[src/rtl/zs_pkg.sv]
package zs_pkg;

  // Symbol held in each pipeline slot; its polarity is decided at the output.
  typedef enum logic [2:0] {
    SYM_ZERO   = 3'd0,
    SYM_MARK   = 3'd1,
    SYM_BPULSE = 3'd2,
    SYM_VPULSE = 3'd3,
    SYM_RAW_P  = 3'd4,
    SYM_RAW_N  = 3'd5,
    SYM_RAW_PN = 3'd6
  } sym_e;

  typedef struct packed {
    logic vld;
    sym_e sym;
  } slot_t;

  localparam logic [1:0] RATE_E3 = 2'b01;

endpackage

[src/rtl/zs_slot_line.sv]
module zs_slot_line
  import zs_pkg::*;
#(
  parameter int DEPTH = 4
) (
  input  logic                    clk,
  input  logic                    rst_n,
  input  logic                    adv,
  input  slot_t                   in_slot,
  input  logic [DEPTH-1:0]        ovr_en,
  input  sym_e  [DEPTH-1:0]       ovr_sym,
  output slot_t [DEPTH-1:0]       shifted,
  output slot_t [DEPTH-1:0]       stage
);

  for (genvar i = 0; i < DEPTH; i++) begin : g_slot
    if (i == 0) begin : g_head
      assign shifted[i] = in_slot;
    end else begin : g_body
      assign shifted[i] = stage[i-1];
    end

    always_ff @(posedge clk or negedge rst_n) begin
      if (!rst_n) begin
        stage[i] <= '{vld: 1'b0, sym: SYM_ZERO};
      end else if (adv) begin
        if (ovr_en[i]) stage[i] <= '{vld: shifted[i].vld, sym: ovr_sym[i]};
        else           stage[i] <= shifted[i];
      end
    end
  end

endmodule

[src/rtl/zs_run_detect.sv]
module zs_run_detect
  import zs_pkg::*;
#(
  parameter int DEPTH     = 4,
  parameter int SHORT_RUN = 3,
  parameter int LONG_RUN  = 4
) (
  input  slot_t [DEPTH-1:0] win,
  input  logic              long_sel,
  input  logic              enable,
  input  logic              parity_odd,
  output logic [DEPTH-1:0]  ovr_en,
  output sym_e  [DEPTH-1:0] ovr_sym
);

  logic [DEPTH-1:0] zero_ok;
  logic             hit;

  for (genvar i = 0; i < DEPTH; i++) begin : g_win
    localparam bit IN_SHORT  = (i < SHORT_RUN);
    localparam bit IN_LONG   = (i < LONG_RUN);
    localparam bit TAIL_S    = (i == SHORT_RUN - 1);
    localparam bit TAIL_L    = (i == LONG_RUN - 1);
    logic in_win;
    logic is_tail;

    assign in_win  = long_sel ? IN_LONG : IN_SHORT;
    assign is_tail = long_sel ? TAIL_L : TAIL_S;
    assign zero_ok[i] = !in_win || (win[i].vld && (win[i].sym == SYM_ZERO));

    if (i == 0) begin : g_newest
      // Newest slot of a completed run always carries the violation.
      assign ovr_en[i]  = hit;
      assign ovr_sym[i] = SYM_VPULSE;
    end else begin : g_older
      // Oldest slot becomes a balancing pulse when parity is even.
      assign ovr_en[i]  = hit && is_tail && !parity_odd;
      assign ovr_sym[i] = SYM_BPULSE;
    end
  end

  assign hit = enable && (&zero_ok);

endmodule

[src/rtl/zs_pulse_former.sv]
module zs_pulse_former
  import zs_pkg::*;
(
  input  logic  clk,
  input  logic  rst_n,
  input  logic  adv,
  input  logic  out_ready,
  input  slot_t leave,
  output logic  parity_odd_nx,
  output logic  out_valid,
  output logic  out_pos,
  output logic  out_neg
);

  logic last_pol;   // 1 = last pulse positive
  logic par_odd;
  logic pol_nx, par_nx, pos_c, neg_c;

  always_comb begin
    pol_nx = last_pol;
    par_nx = par_odd;
    pos_c  = 1'b0;
    neg_c  = 1'b0;
    if (leave.vld) begin
      unique case (leave.sym)
        SYM_MARK, SYM_BPULSE: begin
          pol_nx = ~last_pol;
          par_nx = ~par_odd;
          pos_c  = ~last_pol;
          neg_c  = last_pol;
        end
        SYM_VPULSE: begin
          pos_c  = last_pol;
          neg_c  = ~last_pol;
          par_nx = 1'b0;
        end
        SYM_RAW_P:  pos_c = 1'b1;
        SYM_RAW_N:  neg_c = 1'b1;
        SYM_RAW_PN: begin
          pos_c = 1'b1;
          neg_c = 1'b1;
        end
        default: ;
      endcase
    end
  end

  assign parity_odd_nx = par_nx;

  always_ff @(posedge clk or negedge rst_n) begin
    if (!rst_n) begin
      last_pol  <= 1'b0;
      par_odd   <= 1'b0;
      out_valid <= 1'b0;
      out_pos   <= 1'b0;
      out_neg   <= 1'b0;
    end else if (adv) begin
      last_pol  <= pol_nx;
      par_odd   <= par_nx;
      out_valid <= leave.vld;
      out_pos   <= pos_c;
      out_neg   <= neg_c;
    end else if (out_ready) begin
      out_valid <= 1'b0;
    end
  end

endmodule

[src/rtl/b3zs_hdb3_encoder.sv]
module b3zs_hdb3_encoder
  import zs_pkg::*;
#(
  parameter int SHORT_RUN  = 3,
  parameter int LONG_RUN   = 4,
  parameter bit TX_CLK_INV = 1'b0
) (
  input  logic       clk,
  input  logic       rst_n,
  input  logic [1:0] line_mode,
  input  logic       enc_bypass,
  input  logic       in_valid,
  output logic       in_ready,
  input  logic       tx_data,
  input  logic       tx_aux,
  output logic       out_valid,
  input  logic       out_ready,
  output logic       out_pos,
  output logic       out_neg
);

  localparam int DEPTH = (LONG_RUN > SHORT_RUN) ? LONG_RUN : SHORT_RUN;

  logic             edge_clk;
  logic             long_sel;
  logic             adv;
  logic             parity_odd_nx;
  slot_t            in_slot;
  slot_t            leave;
  slot_t [DEPTH-1:0] shifted;
  slot_t [DEPTH-1:0] stage;
  logic  [DEPTH-1:0] ovr_en;
  sym_e  [DEPTH-1:0] ovr_sym;

  if (TX_CLK_INV) begin : g_fall
    assign edge_clk = ~clk;
  end else begin : g_rise
    assign edge_clk = clk;
  end

  assign long_sel = (line_mode == RATE_E3);
  assign in_ready = out_ready || !out_valid;
  assign adv      = in_valid && in_ready;
  assign leave    = long_sel ? stage[LONG_RUN-1] : stage[SHORT_RUN-1];

  always_comb begin
    in_slot.vld = 1'b1;
    if (enc_bypass) begin
      unique case ({tx_data, tx_aux})
        2'b10:   in_slot.sym = SYM_RAW_P;
        2'b01:   in_slot.sym = SYM_RAW_N;
        2'b11:   in_slot.sym = SYM_RAW_PN;
        default: in_slot.sym = SYM_ZERO;
      endcase
    end else begin
      in_slot.sym = tx_data ? SYM_MARK : SYM_ZERO;
    end
  end

  zs_slot_line #(.DEPTH(DEPTH)) u_line (
    .clk     (edge_clk),
    .rst_n   (rst_n),
    .adv     (adv),
    .in_slot (in_slot),
    .ovr_en  (ovr_en),
    .ovr_sym (ovr_sym),
    .shifted (shifted),
    .stage   (stage)
  );

  zs_run_detect #(.DEPTH(DEPTH), .SHORT_RUN(SHORT_RUN), .LONG_RUN(LONG_RUN)) u_detect (
    .win        (shifted),
    .long_sel   (long_sel),
    .enable     (!enc_bypass),
    .parity_odd (parity_odd_nx),
    .ovr_en     (ovr_en),
    .ovr_sym    (ovr_sym)
  );

  zs_pulse_former u_former (
    .clk           (edge_clk),
    .rst_n         (rst_n),
    .adv           (adv),
    .out_ready     (out_ready),
    .leave         (leave),
    .parity_odd_nx (parity_odd_nx),
    .out_valid     (out_valid),
    .out_pos       (out_pos),
    .out_neg       (out_neg)
  );

endmodule

[config.mk]
export PLATFORM = sky130hd
export DESIGN_NAME = b3zs_hdb3_encoder
export DESIGN_NICKNAME = d
export VERILOG_FILES = /design/src/rtl/zs_pkg.sv /design/src/rtl/zs_slot_line.sv /design/src/rtl/zs_run_detect.sv /design/src/rtl/zs_pulse_former.sv /design/src/rtl/b3zs_hdb3_encoder.sv
export SDC_FILE = /design/constraint.sdc
export NUM_CORES = 1
export LEC_CHECK = 0
export BUFFER_PORTS_ARGS = -buffer_cell sky130_fd_sc_hd__clkbuf_2
export CORE_UTILIZATION = 25
export DETAILED_ROUTE_END_ITERATION = 7
export GPL_ROUTABILITY_DRIVEN = 0
export PLACE_DENSITY = 0.38
export RECOVER_POWER = 100
export SYNTH_ARGS = -nofsm -noshare
export SYNTH_HDL_FRONTEND = slang
export SYNTH_HIERARCHICAL = 1
export SYNTH_SLANG_ARGS = --single-unit
[constraint.sdc]
create_clock -name clk -period 2.9 [get_ports clk]
set_input_delay 0 -clock clk [delete_from_list [all_inputs] [get_ports clk]]
set_output_delay 0 -clock clk [all_outputs]
set_load 0.02 [all_outputs]
=== Word-level counts from Yosys, hierarchy flattened ===
Cells that the tools add are included.

* Flip-flop bits (word level): 21
* Input port bits: 9
* Output and inout port bits: 4
* Word-level logic and storage cells: 67

* Eq/ne operators: 10
* Multiplexer cells: 17
* Bitwise logic cells: 2
* Reduce and logical (&&, ||, !) cells: 25

{| class="wikitable"
|+ Operators by type and width
! kind !! count
|-
| $logic_not 3->1 || 4
|-
| $mux 3 || 4
|-
| $eq 3x3->1 const B || 3
|-
| $logic_and 1x1->1 || 9
|-
| $pmux 3 s3 || 1
|-
| $mux 1 || 8
|-
| $eq 3x2->1 const B || 2
|-
| $pmux 1 s3 || 2
|-
| $reduce_or 2->1 || 3
|-
| $eq 2x1->1 const B || 2
|-
| $eq 2x2->1 const B || 2
|-
| $logic_not 1->1 || 4
|-
| $mux 4 || 1
|-
| $reduce_and 4->1 || 1
|-
| $eq 3x1->1 const B || 1
|-
| $reduce_and 3->1 || 1
|-
| $logic_or 1x1->1 || 2
|-
| $not 1->1 || 2
|-
| $pmux 1 s2 || 1
|-
| $reduce_bool 2->1 || 1
|}

=== Depth between registers and ports, before layout ===
Gate-level depths: netlist (run 1).

* Depth after elaboration: 9
* Depth in mapped cells: 12
* Depth with buffers taken out: 10

=== Cells and area by module ===
Netlist (run 1), hierarchy kept.

{| class="wikitable"
|+ Modules (own cells, without submodules)
! module !! instances !! cells an instance !! area each (µm²) !! sequential area each (µm²)
|-
| zs_slot_line || 1 || 75 || 898.4 || 400.4
|-
| zs_pulse_former || 1 || 35 || 311.5 || 125.1
|-
| zs_run_detect || 1 || 28 || 201.4 || 0.0
|-
| b3zs_hdb3_encoder || 1 || 15 || 132.6 || 0.0
|}

=== Least setup slack after synthesis (run 1) ===
OpenSTA, ideal clock, no wires.

* Kind: reg-to-reg
* Start: register u_line/shifted[12] (netlist name)
* End: register u_line/stage[12] (netlist name)
* Library setup time: 0.123 ns
* Arrival: 2.176 ns
* Required time: 2.777 ns
* Path slack: 0.601 ns
* Cell stages (with the launch flop): 11
* Buffers on the path: 2
* Clock period less this slack: 2.299 ns
* Path through: dfrtp_1 buf_4 mux2_4 buf_2 mux2i_1 o221ai_1 nor3b_1 nand4_1 nor3_1 mux2i_1 a21oi_1

==> impl_metrics.yaml, run 1 <==
timing:
  period_share_pct: 85.9
  total_of_endpoints_with_negative_setup_slack_in_the_final_report: 0
  maxClockFrequency_ghz: 0.401
  setup-tns-final_ps: 0
  hold_slack_ps: 225
  tightest_slew_ps: 1210
  max-slew-margin-rel_pct: 19.1
  drv_slew: 0
  grt_setup_unrepaired: "no"
  finalHoldViolCount: 0
  skew_ps: 2.75
  finalWorstSetupSlack_ps: 408
  finalCriticalPeriod_ps: 2490
floorplan:
  floorplan.die_area_mm2: 0.00625
  core_mm2: 0.00561
  starting_utilization_of_the_core_area_pct: 26.5
  num_io_pins: 13
  core.rowCount: 27
  die_height_um: 79.0
  dieWidth_um: 79.0
layout:
  most-common-layout-cells: "21 x sky130_fd_sc_hd__dfrtp_1, 15 x sky130_fd_sc_hd__conb_1, 14 x sky130_fd_sc_hd__mux2i_1"
  antenna_cells: 0
  drive_gt1_share_pct: 21.5
  post_layout_util_pct: 26.7
  layout.cells.most_common: "sky130_fd_sc_hd__dfrtp_1"
  area.growth.synth_to_final_pct: 0.759
  final_cells: 221
  finalNetCount: 159
  filler_cell_count: 629
clock_network:
  number_of_h_tree_levels: 1
  numClockSinks: 21
  cts_setup_buffers: 0
  clock_root_buffer: "sky130_fd_sc_hd__clkbuf_8"
  clk_pin_slew_worst_paths_ps: 80
  number_of_cts_inserted_buffers: 3
  cts_tree: "built"
  clkLatencyLatePin_ps: 260
  cts_buffer_depth: 2
  cts_repair_resize_count: 0
synthesis:
  postSynthCellCount: 145
  syn-mean-instance-area_um2: 10.2
  mappedNetlistArea_mm2: 0.00148
  synth.yosys.warnings: 6
setup_path:
  worstSetupPathType: "flip-flop to flip-flop"
  worst-endpoint-required_ps: 3000
  worstSetupEndpointType: "flip-flop"
  timing.critical_path.arrival_ps: 2590
  timing.critical_path.from_type: "flip-flop"
  crit_path_max_fanout: 4
global_route:
  largest_net_degree_at_the_start_of_global_routing: 35
  first_global_vias: 954
  grt.overflow.total: 0
  grt_pass1_wl_mm: 4.60
  initial_antenna_violation_count: 0
  global_route.usage.total_pct: 9.61
routing:
  drtAntennaViolNets: 0
  via_per_inst: 4.11
  wl_per_cell_um: 11.8
  drt_drc_violations_left: 0
  totalWireLength_mm: 2.61
  route.vias.total: 908
  dr.first_iter.drc_count: 14
  initial_drt_pass_iterations: 4
placement:
  dp_cells: 215
  dp_slack_ps: 455
  buffer_ports.inserted: 12
  dp_hpwl_mm: 1.90
status:
  outcome: "complete, no violations"
hold_path:
  class_of_the_tightest_hold_or_removal_check: "primary input to flip-flop"
pwr:
  power_density_mw_per_mm2: 736
  worst_case_vdd_ir_drop_mv: 0.262
  leakage_nw: 0.600
run:
  max_cap_violations: 0
critical path, stage by stage (launching register included):
cell	delay (ps)
sky130_fd_sc_hd__dfrtp_1	420
sky130_fd_sc_hd__mux2_4	290
sky130_fd_sc_hd__nor3b_1	150
sky130_fd_sc_hd__mux2i_1	130
sky130_fd_sc_hd__o221ai_1	170
sky130_fd_sc_hd__nor3b_1	220
sky130_fd_sc_hd__nand4_1	140
sky130_fd_sc_hd__nor3_1	480
sky130_fd_sc_hd__mux2i_1	250
sky130_fd_sc_hd__a21oi_1	90
layer usage:
metal | wire [um] | global-route usage, %
met5 | 0 | 0
met4 | 45 | 2.73
met3 | 77 | 2.76
met2 | 1280 | 17.1
met1 | 1210 | 11.1
through the flow:
stage / total power, mW / cell area (um2)
after floorplan: 0.893 / 1530
after global placement: 0.937 / 1460
after detailed placement: 0.944 / 1460
after CTS: 1.15 / 1530
after global routing: 1.20 / 1500
final: 1.10 / 1500
power breakdown:
group | leakage, nW | switching, mW | internal (mW)
Sequential | 0.242 | 0.101 | 0.399
Combinational | 0.335 | 0.220 | 0.186
Clock | 0.0228 | 0.0967 | 0.0978
sequential cells by signal (all words and copies together) (netlist names):
name / cells
u_line/shifted: 12
u_line/stage: 4
u_former/last_pol: 1
u_former/out_neg: 1
u_former/out_pos: 1
u_former/out_valid: 1
u_former/par_odd: 1
area by class of cell:
type | instances | area (um2) | area share, %
Sequential cell | 21 | 526 | 35.1
Multi-Input combinational cell | 105 | 741 | 49.5
Tap cell | 72 | 90.1 | 6.03
Clock buffer | 4 | 45.0 | 3.01
Timing Repair Buffer | 15 | 78.8 | 5.27
Inverter | 4 | 15.0 | 1.00
path summary, 6_finish.rpt:
path | startpoint | endpoint | slack (ps) | cells past startpoint
min | enc_bypass | u_line/shifted[4] | 230 | 4
min reg2reg | u_line/stage[15] | u_line/stage[15] | 500 | 1
max in group asynchronous | rst_n | u_line/stage[15] | 1670 | 2
min in group asynchronous | rst_n | u_line/stage[13] | 510 | 2
max reg2reg | u_line/shifted[15] | u_line/stage[12] | 410 | 9
max | u_line/shifted[15] | u_line/stage[12] | 410 | 9
timing repair:
action                     CTS  global route
hold buffers                 2             0
setup endpoints to repair    0             0
hold endpoints to repair    22             0
No activity file was read; power rests on OpenSTA's default activity.
==> run 2, diff against run 1 <==
CORE_ASPECT_RATIO = 1.1   (was not set)
==> impl_metrics.yaml, run 2 (same netlist as run 1, synthesis figures left out) <==
floorplan:
  die_height_um: 82.8
  starting_utilization_of_the_core_area_pct: 25.9
  core.rowCount: 29
  core_mm2: 0.00573
  dieWidth_um: 75.5
  floorplan.die_area_mm2: 0.00625
  num_io_pins: 13
routing:
  totalWireLength_mm: 2.58
  wl_per_cell_um: 11.4
  drtAntennaViolNets: 0
  via_per_inst: 4.00
  route.vias.total: 903
  dr.first_iter.drc_count: 50
  initial_drt_pass_iterations: 4
  drt_drc_violations_left: 0
clock_network:
  numClockSinks: 21
  clk_pin_slew_worst_paths_ps: 80
  cts-hold-fix-buffers: 2
  number_of_cts_inserted_buffers: 3
  clkLatencyLatePin_ps: 260
  number_of_h_tree_levels: 1
  cts_repair_resize_count: 0
  cts_setup_buffers: 0
  clock_root_buffer: "sky130_fd_sc_hd__clkbuf_8"
  cts_buffer_depth: 2
  cts_tree: "built"
layout:
  layout.cells.most_common: "sky130_fd_sc_hd__dfrtp_1"
  final_cells: 226
  filler_cell_count: 647
  area.growth.synth_to_final_pct: 1.35
  drive_gt1_share_pct: 21.5
  finalNetCount: 159
  register_area_um2: 526
  most-common-layout-cells: "21 x sky130_fd_sc_hd__dfrtp_1, 15 x sky130_fd_sc_hd__conb_1, 14 x sky130_fd_sc_hd__mux2i_1"
  antenna_cells: 0
  multiInputGateArea_um2: 743
  largest_register_ffs: 12
timing:
  total_of_endpoints_with_negative_setup_slack_in_the_final_report: 0
  drv_slew: 0
  grt_setup_unrepaired: "no"
  period_share_pct: 87.0
  skew_ps: 5.24
  setup-tns-final_ps: 0
  tightest_slew_ps: 1310
  finalWorstSetupSlack_ps: 377
  finalCriticalPeriod_ps: 2520
  max-slew-margin-rel_pct: 12.9
  finalHoldViolCount: 0
  maxClockFrequency_ghz: 0.396
pwr:
  clock_share_of_power_pct: 17.6
  power.switching_fraction_pct: 37.6
  p_seq_share_pct: 45.2
  power.share.combinational_pct: 37.2
  total_switching_power_mw: 0.415
  power.internal_mw: 0.690
  power_density_mw_per_mm2: 735
  worst_case_vdd_ir_drop_mv: 0.250
  finalPower_mw: 1.10
  leakage_nw: 0.608
placement:
  buffer_ports.inserted: 12
  dp_slack_ps: 423
  dp_hpwl_mm: 1.91
  dp_cells: 220
status:
  outcome: "complete, no violations"
global_route:
  global_route.usage.total_pct: 9.13
  grt.overflow.total: 0
  largest_net_degree_at_the_start_of_global_routing: 23
  first_global_vias: 891
  grt_pass1_wl_mm: 4.28
  initial_antenna_violation_count: 0
hold_path:
  class_of_the_tightest_hold_or_removal_check: "primary input to flip-flop"
setup_path:
  timing.critical_path.from_type: "flip-flop"
  worst_path_max_delay_cell: "sky130_fd_sc_hd__nor3_1"
  worstSetupPathType: "flip-flop to flip-flop"
  worstSetupEndpointType: "flip-flop"
  worstPathBufferInverterCount: 0
  crit_path_cell_trace: "mux2_1 -> nor3b_1 -> mux2i_1 -> o221ai_1 -> nor3b_1 -> nand4_1 -> nor3_1 -> mux2i_1 -> a21oi_1"
  timing.critical_path.arrival_ps: 2640
  cell_family_contributing_the_most_delay_on_the_critical_path: "simple AND/OR/NAND/NOR gates"
  worst-endpoint-required_ps: 3010
  critical-path-max-stage-delay_ps: 480
  crit_path_max_fanout: 4
run:
  max_cap_violations: 0
==> run 2: routing by layer <==
metal  wire length (um)  GRT usage (%)  vias up  part of all wire, %
met3                 78           3.28        2                  3.0
met4                 27           2.53        0                  1.0
li1                   -              -      467                    -
met5                  0              0        -                    0
met1               1210           11.6      424                   47
met2               1270           14.4       10                   49
==> run 2: final cells by class <==
type	instances	share of cell area, %
Clock buffer	3	2.75
Clock inverter	1	0.333
Inverter	4	0.998
Multi-Input combinational cell	105	49.4
Sequential cell	21	34.9
Tap cell	77	6.41
Timing Repair Buffer	15	5.16
==> run 2: worst reg2reg max path: cells and delay by family, from the launching register on <==
family / cells / cell delay, ps
muxes: 3 / 720
DFF: 1 / 410
and+or+nand+nor: 4 / 990
AOI/OAI and AO/OA: 2 / 240
==> run 2: power groups by stage <==
| stage | Combinational, mW | Sequential (mW) | Clock [mW] |
|---|---|---|---|
| after floorplan | 0.396 | 0.496 | 0 |
| after global placement | 0.430 | 0.508 | 0 |
| after detailed placement | 0.435 | 0.509 | 0 |
| after CTS | 0.438 | 0.504 | 0.205 |
| after global routing | 0.459 | 0.518 | 0.216 |
| final | 0.411 | 0.499 | 0.195 |
==> run 2: final timing paths <==
| path | from | cells after the start | end | slack, ps |
|---|---|---|---|---|
| hold / removal | tx_data | 4 | u_line/shifted[4] | 230 |
| hold reg to reg | u_former/out_valid | 2 | u_former/out_valid | 510 |
| setup / recovery | u_line/shifted[15] | 9 | u_line/stage[12] | 380 |
| setup reg to reg | u_line/shifted[15] | 9 | u_line/stage[12] | 380 |
| max in group asynchronous | rst_n | 2 | u_line/shifted[13] | 1670 |
| min in group asynchronous | rst_n | 2 | u_line/shifted[5] | 510 |
==> run 2: stage by stage <==
step | utilization (%) | instance area [um2] | hold slack [ps]
2_1_floorplan | - | 1530 | -296
3_3_place_gp | 25.6 | 1470 | 22.4
3_5_place_dp | 25.6 | 1470 | 22.5
4_1_cts | 26.8 | 1540 | 218
5_1_grt | 26.2 | 1500 | 276
6_report | 26.2 | 1500 | 227
